--- config.mk ---
export PLATFORM = sky130hd
export DESIGN_NAME = divbank_update
export DESIGN_NICKNAME = d
export VERILOG_FILES = /design/src/rtl/divbank_pkg.sv /design/src/rtl/divbank_group.sv /design/src/rtl/divbank_fsm.sv /design/src/rtl/divbank_update.sv
export SDC_FILE = /design/constraint.sdc
export NUM_CORES = 1
export LEC_CHECK = 0
export CORE_MARGIN = 5
export CORE_UTILIZATION = 52
export DETAILED_ROUTE_END_ITERATION = 8
export HOLD_SLACK_MARGIN = 0.03
export PLACE_DENSITY = 0.8
export RECOVER_POWER = 100
export SYNTH_ARGS = -nofsm -noshare
export SYNTH_HDL_FRONTEND = slang
export SYNTH_SLANG_ARGS = --single-unit
--- constraint.sdc ---
create_clock -name clk -period 3.3 [get_ports clk]
set_input_delay 0.66 -clock clk [delete_from_list [all_inputs] [get_ports clk]]
set_output_delay 0.66 -clock clk [all_outputs]
set_load 0.005 [all_outputs]
--- src/rtl/divbank_pkg.sv ---
package divbank_pkg;
  localparam int NGRP = 6;
  localparam int GW   = $clog2(NGRP);

  typedef enum logic [1:0] {ST_IDLE, ST_WR, ST_WAIT} seq_st_t;

  function automatic int nfields(input int g);
    case (g)
      0: return 7;
      1: return 2;
      2: return 8;
      3: return 5;
      default: return 2;
    endcase
  endfunction

  // low three bits of every owned nibble
  function automatic logic [31:0] own_mask(input int g);
    logic [31:0] m;
    m = '0;
    for (int i = 0; i < 8; i++)
      if (i < nfields(g)) m[4*i +: 3] = 3'b111;
    return m;
  endfunction

  // busy flag sits at bit 0 of each owned nibble
  function automatic logic [31:0] stat_mask(input int g);
    logic [31:0] m;
    m = '0;
    for (int i = 0; i < 8; i++)
      if (i < nfields(g)) m[4*i] = 1'b1;
    return m;
  endfunction

  function automatic logic [31:0] ratios(input int g, input logic [1:0] lvl);
    case (g)
      0: case (lvl)
           2'd2:    return 32'h0103_1310;
           2'd3:    return 32'h0113_0100;
           default: return 32'h0103_3730;
         endcase
      1: return 32'h0000_0030;
      2: case (lvl)
           2'd2:    return 32'h1311_2117;
           2'd3:    return 32'h1311_3117;
           default: return 32'h1311_1113;
         endcase
      3: case (lvl)
           2'd2:    return 32'h0001_7574;
           2'd3:    return 32'h0001_7775;
           default: return 32'h0001_5473;
         endcase
      default: case (lvl)
           2'd2:    return 32'h0000_0014;
           2'd3:    return 32'h0000_0015;
           default: return 32'h0000_0013;
         endcase
    endcase
  endfunction
endpackage

--- src/rtl/divbank_group.sv ---
module divbank_group
  import divbank_pkg::*;
#(
  parameter int          GRP      = 0,
  parameter int          SETTLE_W = 8,
  parameter logic [31:0] RST_VAL  = 32'hFFFF_FFFF
) (
  input  logic                clk,
  input  logic                rst_n,
  input  logic                wr_i,
  input  logic [31:0]         wdata_i,
  input  logic [SETTLE_W-1:0] settle_i,
  output logic [31:0]         ratio_o,
  output logic [31:0]         stat_o
);
  localparam logic [31:0] SMASK = stat_mask(GRP);

  logic [SETTLE_W-1:0] hold_q;

  always_ff @(posedge clk) begin
    if (!rst_n) begin
      ratio_o <= RST_VAL;
      hold_q  <= '0;
    end else if (wr_i) begin
      ratio_o <= wdata_i;
      hold_q  <= settle_i;
    end else if (hold_q != '0) begin
      hold_q  <= hold_q - 1'b1;
    end
  end

  assign stat_o = (hold_q != '0) ? SMASK : '0;
endmodule

--- src/rtl/divbank_fsm.sv ---
module divbank_fsm
  import divbank_pkg::*;
#(
  parameter int TIMEOUT = 16
) (
  input  logic          clk,
  input  logic          rst_n,
  input  logic          start_i,
  input  logic [1:0]    level_i,
  input  logic [31:0]   stat_i,
  output logic [GW-1:0] grp_o,
  output logic [1:0]    lvl_o,
  output logic          wr_o,
  output logic          busy_o,
  output logic          done_o,
  output logic          err_o
);
  localparam int TCW = $clog2(TIMEOUT + 1);
  localparam logic [TCW-1:0] TLAST = TCW'(TIMEOUT - 1);
  localparam logic [GW-1:0]  GLAST = GW'(NGRP - 1);

  seq_st_t        st_q;
  logic [TCW-1:0] tcnt_q;
  logic           grp_busy;

  assign grp_busy = (stat_i & stat_mask(int'(grp_o))) != '0;
  assign wr_o     = (st_q == ST_WR);
  assign busy_o   = (st_q != ST_IDLE);

  always_ff @(posedge clk) begin
    if (!rst_n) begin
      st_q   <= ST_IDLE;
      grp_o  <= '0;
      lvl_o  <= '0;
      tcnt_q <= '0;
      done_o <= 1'b0;
      err_o  <= 1'b0;
    end else begin
      done_o <= 1'b0;
      case (st_q)
        ST_IDLE: if (start_i) begin
          st_q  <= ST_WR;
          grp_o <= '0;
          lvl_o <= level_i;
          err_o <= 1'b0;
        end
        ST_WR: begin
          st_q   <= ST_WAIT;
          tcnt_q <= '0;
        end
        ST_WAIT: begin
          if (grp_busy) begin
            if (tcnt_q == TLAST) begin
              err_o <= 1'b1;
              st_q  <= ST_IDLE;
            end else begin
              tcnt_q <= tcnt_q + 1'b1;
            end
          end else if (grp_o == GLAST) begin
            done_o <= 1'b1;
            st_q   <= ST_IDLE;
          end else begin
            grp_o <= grp_o + 1'b1;
            st_q  <= ST_WR;
          end
        end
        default: st_q <= ST_IDLE;
      endcase
    end
  end
endmodule

--- src/rtl/divbank_update.sv ---
module divbank_update
  import divbank_pkg::*;
#(
  parameter int          TIMEOUT  = 16,
  parameter int          SETTLE_W = 8,
  parameter logic [31:0] RST_VAL  = 32'hFFFF_FFFF
) (
  input  logic                clk,
  input  logic                rst_n,
  input  logic                start_i,
  input  logic [1:0]          level_i,
  input  logic [SETTLE_W-1:0] settle_i,
  output logic                busy_o,
  output logic                done_o,
  output logic                err_o,
  output logic [31:0]         cpu0_div_o,
  output logic [31:0]         cpu1_div_o,
  output logic [31:0]         dmc0_div_o,
  output logic [31:0]         top_div_o,
  output logic [31:0]         lbus_div_o,
  output logic [31:0]         rbus_div_o
);
  logic [GW-1:0] grp;
  logic [1:0]    lvl;
  logic          wr;
  logic [31:0]   wdata;
  logic [31:0]   cur_ratio, cur_stat;
  logic [31:0]   ratio_a [NGRP];
  logic [31:0]   stat_a  [NGRP];

  divbank_fsm #(.TIMEOUT(TIMEOUT)) u_fsm (
    .clk(clk), .rst_n(rst_n), .start_i(start_i), .level_i(level_i),
    .stat_i(cur_stat), .grp_o(grp), .lvl_o(lvl), .wr_o(wr),
    .busy_o(busy_o), .done_o(done_o), .err_o(err_o)
  );

  for (genvar g = 0; g < NGRP; g++) begin : g_grp
    divbank_group #(.GRP(g), .SETTLE_W(SETTLE_W), .RST_VAL(RST_VAL)) u_grp (
      .clk(clk), .rst_n(rst_n),
      .wr_i(wr && (grp == GW'(g))),
      .wdata_i(wdata), .settle_i(settle_i),
      .ratio_o(ratio_a[g]), .stat_o(stat_a[g])
    );
  end

  always_comb begin
    cur_ratio = '0;
    cur_stat  = '0;
    for (int g = 0; g < NGRP; g++) begin
      if (grp == GW'(g)) begin
        cur_ratio = ratio_a[g];
        cur_stat  = stat_a[g];
      end
    end
  end

  // read-modify-write: clear owned fields, insert table values
  assign wdata = (cur_ratio & ~own_mask(int'(grp))) | ratios(int'(grp), lvl);

  assign cpu0_div_o = ratio_a[0];
  assign cpu1_div_o = ratio_a[1];
  assign dmc0_div_o = ratio_a[2];
  assign top_div_o  = ratio_a[3];
  assign lbus_div_o = ratio_a[4];
  assign rbus_div_o = ratio_a[5];
endmodule

==> summary.txt, run 1 <==
Place
  – Dpl hpwl: about 24000 microns
  – Cell Area, Placed: ~0.013 sq mm
  – GP Congestion: just over 0.9
  – Dpl cells: 1704
  – PortBufs: 207

Floorplanning
  – Core area: slightly above 0.02 sq mm
  – Starting density of the core: a little over half
  – Die height: roughly 150 microns
  – # IOs: 208
  – DIE AREA: 0.0237 sq mm
  – Die extent in x: 154 microns
  – Rows: 52

Critical path
  – Worst endpoint required time: 3.74 ns
  – R2r endpoint: u_fsm.grp_o[1]$_SDFFE_PN0P_
  – Crit. Startpoint: u_fsm.grp_o[0]$_SDFFE_PN0P_
  – Critical path arrival: 3.49 ns
  – Worst-case reg-to-reg path depth: 8
  – Crit Path Max Fanout: 19
  – Reg-to-Reg Start: u_fsm.grp_o[0]$_SDFFE_PN0P_
  – Reg2reg setup slack: ~0.26 ns
  – Crit Path Category: flip-flop to flip-flop
  – Startpoint types: flip-flop
  – Critical path endpoint category: flip-flop

Logic synthesis
  – FFs w/ async S/R, synth: 0%
  – YS warnings: 0
  – Syn_nets: 1317
  – Post-synth EDFFs: 0
  – Area of the mapped netlist: ~0.011 sq mm
  – Cells after Synth: approximately 1300
  – Distinct cells, synth: between 60 and 70
  – Syn Area/Cell: about 8.4 sq um
  – Post-synth top area cell: dfxtp_1
  – Seq/Total Area, Yosys: 47.1%
  – Synth Flop Type: dfxtp_1
  – Top cells by area, synth: dfxtp_1 (47%), nand2_1 (8.3%), o211ai_1 (7.8%)
  – Synth Register Bits: between 200 and 300
  – Share of the synthesized area in the top cell type: a little under half

Hold path
  – Worst Hold Path Cells: 2
  – HP Class: input port to flip-flop
  – Hold path endpoint: g_grp[0].u_grp.ratio_o[4]$_SDFFE_PN1P_
  – Hold Path Origin: rst_n

Pwr
  – Pwr per Cell Area: 682 mW/mm^2
  – P_int: ~6.4 mW
  – Sw Ratio: between 30% and 40%
  – Clk pwr share: 32.0%
  – Psw: roughly 3.1 mW
  – VDD IR max: 0.000477 V
  – Power Total: around 9.5 mW
  – Reg power frac: 39.3%
  – Leakage: around 5.3 nW
  – Combinational power share: between 20 and 30%

Cells and area
  – Fin cells: roughly 1800
  – Layout area overhead: 29.3%
  – N_diodes: 0
  – Cell area after layout: 0.0140 sq mm
  – Layout cells sized above 1: approximately 5.5%
  – Final core utilization: 68.5%
  – # nets final: between 1000 and 1500
  – Fillers: between 1500 and 2000

Routing
  – Drt wl/cell: around 20 microns
  – Drt pass-1 iters: 5
  – Vias/cell: roughly 6.0
  – Via count: approximately 11000
  – Initial DRC Count: roughly 860
  – Detail Route Antenna Nets: 0
  – Residual DRC: 0
  – Total routed wirelength: between 30000 and 40000 microns

Timing
  – Setup violators final: 0
  – Max Freq: 329 MHz
  – Slew Viols, Final: 110
  – RSZ-0062 raised after global routing: false
  – Setup TNS: 0 ns
  – Worst Tran Pin Value: between 2 and 2.5 ns
  – Final hold violation count: 0
  – Max-slew headroom: -63.6%
  – Layout Skew: between 0.006 and 0.007 ns
  – Final critical-path required period: ~3.0 ns
  – Fin crit share: approximately 92%

Clock network
  – CTS clk-pin slew, worst paths: 0.06 ns
  – CTS max path bufs: 3
  – Post-CTS Setup Bufs: 0
  – # hold bufs at CTS: 0
  – CTS Buf Count: 26
  – CTS H-tree depth: 1
  – Clock root buffer: clkbuf_16
  – Worst-skew pair later-pin latency: approximately 0.52 ns
  – Clock sinks: ~250
  – Post-CTS Resized: 0
  – CTS tree: done

GRT
  – Grt ovf: 0
  – Largest net degree at the start of global routing: 60
  – Antenna violations before repair: 0
  – Tot GR Track Use: approximately 29%
  – Global-route wire length before repair: approximately 56000 microns
  – Vias in the first global route: around 10000

Job
  – Max_cap viols: 2

Status
  – Outcome: finished, violations left
  – Violated checks: max-capacitance violations, max-slew violations
critical path, stage by stage, from the launching register on:
cell	delay [ns]
dfxtp_1	0.42
ha_1	0.19
ha_1	0.21
clkbuf_1	0.71
o41ai_1	0.28
o2111a_1	0.28
o2111ai_1	0.51
o2111ai_1	0.18
o21ai_0	0.19
metal layers:
| layer | track usage [%] | wire, microns | up-vias |
|---|---|---|---|
| li1 | - | - | 4917 |
| met1 | 36.8 | 14000 | 5008 |
| met2 | 46.2 | 16400 | 533 |
| met3 | 7.64 | 3740 | 83 |
| met4 | 10.1 | 1030 | 0 |
| met5 | 0 | 0 | - |
cell type report:
cell class	count	area [sq um]	area share (%)
timing repair buffer	244	2320	16.6
inverter	28	105	0.753
clock inverter	11	138	0.986
multi-input combinational	908	5220	37.4
sequential	254	5080	36.4
clock buffer	36	749	5.37
tap	270	338	2.42
cell usage in the layout, fill, tap and decap left out, drive strengths merged, types with 14 or more instances in the layout:
cell type	count
o21ai	42
o211ai	112
nor2b	14
buf	26
or3	26
nor3	55
dlygate4sd3	195
nor2	91
nand3	30
a211oi	16
clkbuf	48
nand2b	27
xnor2	16
nand2	238
a21oi	85
dfxtp	254
inv	29
ha	19
Yosys cell counts, drive strengths merged, types with 4 or more instances:
library cell and n:
o21a 4, mux2i 4, or3 26, nand2b 27, o211a 10, a211oi 16, nand2 238, xor2 7
o31ai 6, dfxtp 254, buf 13, a22oi 12, o211ai 112, and3 4, o21ai 42, nand3 30
a21boi 6, ha 19, o2111ai 4, nor4 4, and2 12, a21oi 85, xnor2 16, nor4b 4
o22ai 8, clkbuf 82, nor3b 6, nor2b 14, a32oi 4, nor2 91, inv 28, nor3 55
cells by family (layout without fill, tap and decap cells):
| family | count (synthesis) | in the layout | synth area share [%] |
|---|---|---|---|
| AOI/OAI and AO/OA | 342 | 342 | 21.9 |
| xor gates and xnor gates | 23 | 23 | 1.87 |
| adders and majority gates | 19 | 19 | 2.20 |
| buffers and inverters | 123 | 319 | 4.40 |
| DFF | 254 | 254 | 47.1 |
| muxes | 4 | 4 | 0.371 |
| and+or+nand+nor | 520 | 520 | 22.1 |
power by group through the flow:
stage	Combinational (mW)	Clock (mW)	Sequential (mW)
6_report	2.73	3.04	3.73
5_1_grt	3.05	3.20	3.78
4_1_cts	2.77	3.07	3.73
3_5_place_dp	2.73	0	3.79
3_3_place_gp	2.64	0	3.78
2_1_floorplan	2.01	0	3.73
per-stage QoR:
step,hold slack (ns),setup slack [ns]
floorplan,0.436,0.785
global placement,0.423,0.550
detailed placement,0.427,0.432
CTS,0.406,0.451
global route,0.416,0.118
finish,0.422,0.256
how the worst max path moves through the flow:
stage,to,cells past startpoint
floorplan,u_fsm.tcnt_q[2]$_SDFFE_PN0P_,9
global placement,g_grp[0].u_grp.ratio_o[19]$_SDFFE_PN1P_,6
detailed placement,g_grp[0].u_grp.ratio_o[11]$_SDFFE_PN1P_,6
CTS,g_grp[0].u_grp.ratio_o[11]$_SDFFE_PN1P_,6
global route,u_fsm.tcnt_q[0]$_SDFFE_PN0P_,6
finish,u_fsm.grp_o[1]$_SDFFE_PN0P_,8
state kept, by name (all words and copies together), names as in the netlist:
| signal | count |
|---|---|
| u_fsm.st_q | 2 |
| u_fsm.grp_o | 3 |
| g_grp.u_grp.ratio_o | 192 |
| u_fsm.err_o | 1 |
| g_grp.u_grp.hold_q | 48 |
| u_fsm.lvl_o | 2 |
| u_fsm.done_o | 1 |
| u_fsm.tcnt_q | 5 |
Note: power is estimated with default switching activity, not from simulation.
==> run 2: changes to the inputs <==
--- a/config.mk
+++ b/config.mk
@@ -8,7 +8,6 @@
 export CORE_MARGIN = 5
 export CORE_UTILIZATION = 52
 export DETAILED_ROUTE_END_ITERATION = 8
-export HOLD_SLACK_MARGIN = 0.03
 export PLACE_DENSITY = 0.8
 export RECOVER_POWER = 100
 export SYNTH_ARGS = -nofsm -noshare
==> results of run 2 <==
Same layout as run 1: the final DEF is identical, and so are final timing and power.
